`src/rtl/lcd_cmd_pkg.sv`:
```
// Shared types and helpers for the segment LCD command decoder.
// Assumes a drive-mode code of 2 bits and column steps of at most 8.
package lcd_cmd_pkg;

    typedef enum logic [1:0] {
        PS_ADDR = 2'd0,
        PS_CMD  = 2'd1,
        PS_DATA = 2'd2,
        PS_SKIP = 2'd3
    } parse_state_t;

    typedef enum logic [1:0] {
        MUX_FOUR   = 2'b00,
        MUX_STATIC = 2'b01,
        MUX_TWO    = 2'b10,
        MUX_THREE  = 2'b11
    } drive_mode_t;

    typedef enum logic [2:0] {
        OP_NONE  = 3'd0,
        OP_MODE  = 3'd1,
        OP_PTR   = 3'd2,
        OP_DEV   = 3'd3,
        OP_BANK  = 3'd4,
        OP_BLINK = 3'd5
    } opcode_t;

    typedef struct packed {
        logic        disp_en;
        logic        bias_half;
        drive_mode_t mode;
        logic        in_bank;
        logic        out_bank;
        logic        blink_alt;
        logic [1:0]  blink_freq;
    } disp_cfg_t;

    // Columns consumed by one data byte in each drive mode.
    function automatic logic [3:0] col_step(input drive_mode_t m);
        case (m)
            MUX_STATIC: col_step = 4'd8;
            MUX_TWO:    col_step = 4'd4;
            MUX_THREE:  col_step = 4'd3;
            default:    col_step = 4'd2;
        endcase
    endfunction

endpackage

```
`src/rtl/lcd_addr_match.sv`:
```
// Address byte comparator. Flags a write request to this device.
// Assumes a 7-bit address whose low bit comes from a strap input.
module lcd_addr_match #(
    parameter logic [5:0] ADDR_HI = 6'b011100
) (
    input  logic [7:0] byte_i,
    input  logic       sel_i,
    output logic       hit_o
);
    // Match the upper six bits, the strap bit and a write direction.
    always_comb begin
        hit_o = (byte_i[7:2] == ADDR_HI) && (byte_i[1] == sel_i) && !byte_i[0];
    end
endmodule

```
`src/rtl/lcd_op_decode.sv`:
```
// Command byte classifier. Pure combinational decode of the opcode
// pattern in bits 6:0, plus the continuation flag in bit 7.
module lcd_op_decode
    import lcd_cmd_pkg::*;
(
    input  logic [7:0] byte_i,
    output opcode_t    op_o,
    output logic       cont_o
);
    // Sort the byte into one opcode; unmatched patterns give OP_NONE.
    always_comb begin
        cont_o = byte_i[7];
        if (byte_i[6:5] == 2'b10)
            op_o = OP_MODE;
        else if (byte_i[6:5] == 2'b00)
            op_o = OP_PTR;
        else if (byte_i[6:3] == 4'b1100)
            op_o = OP_DEV;
        else if (byte_i[6:2] == 5'b11110)
            op_o = OP_BANK;
        else if (byte_i[6:3] == 4'b1110)
            op_o = OP_BLINK;
        else
            op_o = OP_NONE;
    end
endmodule

```
`src/rtl/lcd_cfg_regs.sv`:
```
// Display configuration register set. Each write strobe updates the
// fields carried by one command kind. Synchronous active-low reset.
module lcd_cfg_regs
    import lcd_cmd_pkg::*;
(
    input  logic       clk,
    input  logic       rst_n,
    input  logic       wr_mode_i,
    input  logic       wr_bank_i,
    input  logic       wr_blink_i,
    input  logic [7:0] byte_i,
    output disp_cfg_t  cfg_o
);
    disp_cfg_t cfg_q;

    // Hold the configuration and apply the field updates of one command.
    always_ff @(posedge clk) begin
        if (!rst_n) begin
            cfg_q <= '{disp_en: 1'b0, bias_half: 1'b0, mode: MUX_FOUR,
                       in_bank: 1'b0, out_bank: 1'b0, blink_alt: 1'b0,
                       blink_freq: 2'b00};
        end else begin
            if (wr_mode_i) begin
                cfg_q.disp_en   <= byte_i[3];
                cfg_q.bias_half <= byte_i[2];
                cfg_q.mode      <= drive_mode_t'(byte_i[1:0]);
            end
            if (wr_bank_i) begin
                cfg_q.in_bank  <= byte_i[1];
                cfg_q.out_bank <= byte_i[0];
            end
            if (wr_blink_i) begin
                cfg_q.blink_alt  <= byte_i[2];
                cfg_q.blink_freq <= byte_i[1:0];
            end
        end
    end

    assign cfg_o = cfg_q;
endmodule

```
`src/rtl/lcd_col_ctrl.sv`:
```
// Column pointer and subaddress counter. Loads come from commands.
// An advance adds the mode step, wraps past the last column and then
// bumps the subaddress. Assumes load and advance never coincide.
module lcd_col_ctrl
    import lcd_cmd_pkg::*;
#(
    parameter int COLS  = 32,
    parameter int SUB_W = 3
) (
    input  logic                     clk,
    input  logic                     rst_n,
    input  logic                     load_ptr_i,
    input  logic [$clog2(COLS)-1:0]  ptr_val_i,
    input  logic                     load_sub_i,
    input  logic [SUB_W-1:0]         sub_val_i,
    input  logic                     advance_i,
    input  drive_mode_t              mode_i,
    output logic [$clog2(COLS)-1:0]  ptr_o,
    output logic [SUB_W-1:0]         sub_o
);
    localparam int PTR_W = $clog2(COLS);
    localparam int SUM_W = PTR_W + 4;

    logic [PTR_W-1:0] ptr_q;
    logic [SUB_W-1:0] sub_q;
    logic [SUM_W-1:0] sum;
    logic             wrap;

    // Next column before wrap, and whether it runs past the last column.
    always_comb begin
        sum  = SUM_W'(ptr_q) + SUM_W'(col_step(mode_i));
        wrap = (sum >= SUM_W'(COLS));
    end

    // Pointer register: load from a command or advance after a data byte.
    always_ff @(posedge clk) begin
        if (!rst_n)
            ptr_q <= '0;
        else if (load_ptr_i)
            ptr_q <= ptr_val_i;
        else if (advance_i)
            ptr_q <= wrap ? PTR_W'(sum - SUM_W'(COLS)) : PTR_W'(sum);
    end

    // Subaddress counter: load from a command or step on pointer wrap.
    always_ff @(posedge clk) begin
        if (!rst_n)
            sub_q <= '0;
        else if (load_sub_i)
            sub_q <= sub_val_i;
        else if (advance_i && wrap)
            sub_q <= sub_q + 1'b1;
    end

    assign ptr_o = ptr_q;
    assign sub_o = sub_q;
endmodule

```
`src/rtl/lcd_cmd_decoder.sv`:
```
// Top of the command byte decoder. It tracks the position within a
// transfer (address, command chain, data, ignored), decides the
// acknowledge for each byte in the same cycle, routes commands to the
// configuration and pointer logic, and issues display data writes.
// Assumes start/stop/byte strobes are single-cycle and synchronous.
module lcd_cmd_decoder
    import lcd_cmd_pkg::*;
#(
    parameter logic [5:0] ADDR_HI = 6'b011100,
    parameter int         COLS    = 32,
    parameter int         SUB_W   = 3
) (
    input  logic                    clk,
    input  logic                    rst_n,
    input  logic                    start_i,
    input  logic                    stop_i,
    input  logic                    byte_valid_i,
    input  logic [7:0]              byte_i,
    input  logic                    addr_sel_i,
    input  logic [SUB_W-1:0]        hw_subaddr_i,
    output logic                    ack_o,
    output logic                    disp_en_o,
    output logic                    bias_half_o,
    output logic [1:0]              mode_o,
    output logic                    in_bank_o,
    output logic                    out_bank_o,
    output logic                    blink_alt_o,
    output logic [1:0]              blink_freq_o,
    output logic [$clog2(COLS)-1:0] data_ptr_o,
    output logic [SUB_W-1:0]        subaddr_o,
    output logic                    data_valid_o,
    output logic [7:0]              data_o,
    output logic [$clog2(COLS)-1:0] wr_col_o
);
    localparam int PTR_W = $clog2(COLS);

    parse_state_t     state_q;
    logic             byte_ok;
    logic             addr_hit;
    opcode_t          op;
    logic             cont;
    logic             sub_match;
    logic             cmd_fire;
    logic             data_fire;
    disp_cfg_t        cfg;
    logic [PTR_W-1:0] ptr;
    logic [SUB_W-1:0] sub;

    lcd_addr_match #(.ADDR_HI(ADDR_HI)) u_addr (
        .byte_i (byte_i),
        .sel_i  (addr_sel_i),
        .hit_o  (addr_hit)
    );

    lcd_op_decode u_dec (
        .byte_i (byte_i),
        .op_o   (op),
        .cont_o (cont)
    );

    // Qualify the byte strobe and classify it by parser position.
    always_comb begin
        byte_ok   = byte_valid_i && !start_i && !stop_i;
        sub_match = (sub == hw_subaddr_i);
        cmd_fire  = byte_ok && (state_q == PS_CMD);
        data_fire = byte_ok && (state_q == PS_DATA);
    end

    // Same-cycle acknowledge decision for the byte on byte_i.
    always_comb begin
        ack_o = 1'b0;
        if (byte_ok) begin
            case (state_q)
                PS_ADDR: ack_o = addr_hit;
                PS_CMD:  ack_o = 1'b1;
                PS_DATA: ack_o = sub_match;
                default: ack_o = 1'b0;
            endcase
        end
    end

    // Parser position: bus conditions restart it, bytes move it forward.
    always_ff @(posedge clk) begin
        if (!rst_n)
            state_q <= PS_ADDR;
        else if (start_i || stop_i)
            state_q <= PS_ADDR;
        else if (byte_ok) begin
            case (state_q)
                PS_ADDR: state_q <= addr_hit ? PS_CMD : PS_SKIP;
                PS_CMD:  state_q <= cont ? PS_CMD : PS_DATA;
                default: state_q <= state_q;
            endcase
        end
    end

    lcd_cfg_regs u_cfg (
        .clk        (clk),
        .rst_n      (rst_n),
        .wr_mode_i  (cmd_fire && (op == OP_MODE)),
        .wr_bank_i  (cmd_fire && (op == OP_BANK)),
        .wr_blink_i (cmd_fire && (op == OP_BLINK)),
        .byte_i     (byte_i),
        .cfg_o      (cfg)
    );

    lcd_col_ctrl #(.COLS(COLS), .SUB_W(SUB_W)) u_col (
        .clk        (clk),
        .rst_n      (rst_n),
        .load_ptr_i (cmd_fire && (op == OP_PTR)),
        .ptr_val_i  (byte_i[PTR_W-1:0]),
        .load_sub_i (cmd_fire && (op == OP_DEV)),
        .sub_val_i  (byte_i[SUB_W-1:0]),
        .advance_i  (data_fire),
        .mode_i     (cfg.mode),
        .ptr_o      (ptr),
        .sub_o      (sub)
    );

    // Display data handoff: one strobe per acknowledged data byte.
    always_ff @(posedge clk) begin
        if (!rst_n) begin
            data_valid_o <= 1'b0;
            data_o       <= '0;
            wr_col_o     <= '0;
        end else begin
            data_valid_o <= data_fire && sub_match;
            if (data_fire && sub_match) begin
                data_o   <= byte_i;
                wr_col_o <= ptr;
            end
        end
    end

    assign disp_en_o    = cfg.disp_en;
    assign bias_half_o  = cfg.bias_half;
    assign mode_o       = cfg.mode;
    assign in_bank_o    = cfg.in_bank;
    assign out_bank_o   = cfg.out_bank;
    assign blink_alt_o  = cfg.blink_alt;
    assign blink_freq_o = cfg.blink_freq;
    assign data_ptr_o   = ptr;
    assign subaddr_o    = sub;
endmodule

```
`config.mk`:
```
export PLATFORM = sky130hd
export DESIGN_NAME = lcd_cmd_decoder
export DESIGN_NICKNAME = d
export VERILOG_FILES = /design/src/rtl/lcd_cmd_pkg.sv /design/src/rtl/lcd_addr_match.sv /design/src/rtl/lcd_op_decode.sv /design/src/rtl/lcd_cfg_regs.sv /design/src/rtl/lcd_col_ctrl.sv /design/src/rtl/lcd_cmd_decoder.sv
export SDC_FILE = /design/constraint.sdc
export NUM_CORES = 1
export LEC_CHECK = 0
export ABC_AREA = 1
export BUFFER_PORTS_ARGS = -buffer_cell sky130_fd_sc_hd__clkbuf_2
export CORE_ASPECT_RATIO = 0.9
export CORE_UTILIZATION = 26
export CTS_CLUSTER_SIZE = 40
export DETAILED_ROUTE_END_ITERATION = 16
export GPL_ROUTABILITY_DRIVEN = 1
export HOLD_SLACK_MARGIN = 0.08
export SYNTH_ARGS = -nofsm -noshare
export SYNTH_HDL_FRONTEND = slang
export SYNTH_SLANG_ARGS = --single-unit
export TNS_END_PERCENT = 20
```
`constraint.sdc`:
```
create_clock -name clk -period 2.4 [get_ports clk]
set_input_delay 0.36 -clock clk [delete_from_list [all_inputs] [get_ports clk]]
set_output_delay 0.36 -clock clk [all_outputs]
set_load 0.03 [all_outputs]
```
==> impl_metrics.tcl <==
set metrics [dict create \
    grt-ovfl-total 0 \
    gp_congestion 0.787 \
    max-cap-violations 0 \
    cp_slowest_cell "fa_1" \
    htree_levels 2 \
    initialDrtViolationCount 62 \
    syn2layout_area_growth_pct 25.4 \
    synth_cells 237 \
    cts_resized 0 \
    synth_compound_area_frac 0.116 \
    ir_worst_vdd_v 0.000219 \
    start_util 0.277 \
    synth-simple-area-share 0.323 \
    synthMuxAreaShare 0 \
    p_leak_nw 1.01 \
    synth_adder_area_share 0.0686 \
    cp_cell_sequence "inv_1, ha_1, inv_1, fa_1, nand3b_1, nand2_1, nand2_1, nand3_1, nand3_1, nand2_1, inv_1" \
    die_y_um 79.8 \
    numPortBuffers 48 \
    num_rows 27 \
    synth_area_leaders "dfxtp_1 (38%), nand2_1 (10%), a21oi_1 (7.4%), nand4_1 (6.4%), ha_1 (5.7%)" \
    fin_util 0.347 \
    finalHoldViolCount 0 \
    tightest_slew_ns 0.637 \
    postRouteAntennaNets 0 \
    finalSetupTns_ns 0 \
    synth_nets 263 \
    syn_area_um2 1750 \
    required_ns 2.59 \
    synth_xor_area_frac 0.0300 \
    vias 1723 \
    cts_buffer_depth 2 \
    clock_skew_ns 0.00176 \
    hold_depth 4 \
    fin_crit_ns 1.93 \
    cts_setup_buffers 0 \
    core_area_um2 6320 \
    mostFrequentLayoutCells "clkbuf_2 (48), nand2_1 (47), dfxtp_1 (33)" \
    rsz0062_at_grt "no" \
    ys_warn_count 0 \
    root_buffer "clkbuf_8" \
    hold_start "start_i" \
    grt_max_degree 21 \
    drt_pass1_iterations 4 \
    worstReg2RegStart "u_cfg.cfg_o[5]$_SDFFE_PN0P_" \
    path_depth 11 \
    cp_num_buf_inv 3 \
    cts_buffers 5 \
    slew_headroom 0.575 \
    worstPathArrival_ns 2.12 \
    finalCritPeriodShare 0.804 \
    p_per_area_nw_per_um2 531 \
    dp_hpwl_um 3510 \
    cp_max_fo 4 \
    min_path_type "input pin to flop" \
    route.detailed.drc 0 \
    diodes 0 \
    synth_top_family_by_area "simple AND/OR/NAND/NOR gates" \
    clkTransAtPathRegs_ns 0.07 \
    die_w_um 88.5 \
    antenna_found_initial 0 \
    cts.sinks 33 \
    setup_violations 0 \
    totalWireLength_um 4580 \
    synth_top_area_frac 0.377 \
    worstRegToRegCells 11 \
    io_pins 49 \
    fin_nets 314 \
    cts_tree "built" \
    grt_pass1_wl_um 7450 \
    grtUsageTotal 0.141 \
    path_delay_family "adder cells" \
    ys_seq_area_frac 0.377 \
    drive_gt1_frac 0.246 \
    die_area_um2 7070 \
    crit_path_start "u_cfg.cfg_o[5]$_SDFFE_PN0P_" \
    yosysTopAreaCell "dfxtp_1" \
    yosysUniqueCellTypes 27 \
    outcome "finished clean" \
    start_kind "flop" \
    crit_type "flop to flop" \
    hold_buffers 0 \
    grt_pass1_vias 1527 \
    avgSynthCellArea_um2 7.39 \
    slowest_delay_ns 0.42 \
    wl_per_cell_um 12.2 \
    routed_via_density 4.58 \
    drv_slew 0 \
    end_kind "flop" \
    final_common_cell "clkbuf_2" \
    max_freq_mhz 519 \
    ys_seq_elements 33 \
    insertion_delay_ns 0.29 \
]
-- per-layer routing --
metal / GRT usage / share of wire
met5: 0 / 0
met2: 0.181 / 0.38
met3: 0.0517 / 0.073
met4: 0.0581 / 0.017
met1: 0.206 / 0.53
-- sequential cells by signal, summed over array words and instances (netlist names) --
| signal | count |
|---|---|
| data_valid_o | 1 |
| data_o | 8 |
| state_q | 2 |
| u_col.sub_o | 3 |
| wr_col_o | 5 |
| u_col.ptr_o | 5 |
| u_cfg.cfg_o | 9 |
-- per-stage QoR --
| step | hold WS (ns) | cells | instance area (µm²) | power, mW | setup slack (ns) |
|---|---|---|---|---|---|
| after floorplan | 0.498 | 237 | 1750 | 0.593 | 0.386 |
| after global placement | 0.450 | 368 | 2080 | 0.626 | 0.534 |
| after detailed placement | 0.455 | 368 | 2080 | 0.626 | 0.479 |
| after CTS | 0.352 | 376 | 2190 | 1.18 | 0.458 |
| after global routing | 0.355 | 376 | 2190 | 1.21 | 0.292 |
| final | 0.354 | 376 | 2190 | 1.17 | 0.471 |
-- power by group --
group	leakage (nW)	switching, mW	internal (mW)
Combinational	0.686	0.0466	0.0200
Sequential	0.266	0.000610	0.548
Clock	0.0585	0.212	0.339
-- worst min-delay path, delay by kind of cell --
family / cells / cell delay [ns]
and+or+nand+nor: 2 / 0.11
AOI/OAI and AO/OA: 1 / 0.04
buffers and inverters: 1 / 0.08
-- final cells by class --
cell class	instances	area, µm²
Multi-Input combinational cell	170	941
Sequential cell	33	661
Clock buffer	7	86.3
Inverter	26	97.6
Fill cell	680	4120
Timing Repair Buffer	52	270
Tap cell	87	109
Clock inverter	1	30.0
-- cells in the mapped netlist --
| library cell | instances |
|---|---|
| a211oi_1 | 1 |
| a21oi_1 | 26 |
| and2_2 | 1 |
| buf_2 | 2 |
| buf_4 | 1 |
| buf_6 | 2 |
| clkbuf_1 | 3 |
| dfxtp_1 | 33 |
| fa_1 | 1 |
| ha_1 | 8 |
| inv_1 | 25 |
| inv_2 | 1 |
| nand2_1 | 47 |
| nand2_2 | 3 |
| nand3_1 | 18 |
| nand3_2 | 2 |
| nand3b_1 | 3 |
| nand4_1 | 18 |
| nor2_1 | 15 |
| nor2_2 | 3 |
| nor3_1 | 2 |
| nor3_2 | 1 |
| nor3_4 | 1 |
| nor4_1 | 1 |
| o21ai_0 | 13 |
| xnor2_1 | 3 |
| xor2_1 | 3 |
-- final timing paths --
check                                                   end  slack, ns
worst min-delay path                state_q[1]$_SDFFE_PP0P_       0.35
worst min register to register       data_o[4]$_SDFFE_PN0P_       0.46
worst max register to register  u_col.ptr_o[4]$_SDFFE_PN0P_       0.47
worst max-delay path            u_col.ptr_o[4]$_SDFFE_PN0P_       0.47
-- cell families after synthesis --
kind of cell,after synthesis
and+or+nand+nor,115
buffers and inverters,34
DFF,33
xor gates and xnor gates,6
AOI/OAI and AO/OA,40
adders and majority gates,9
Note: power is estimated with default switching activity, not from simulation.
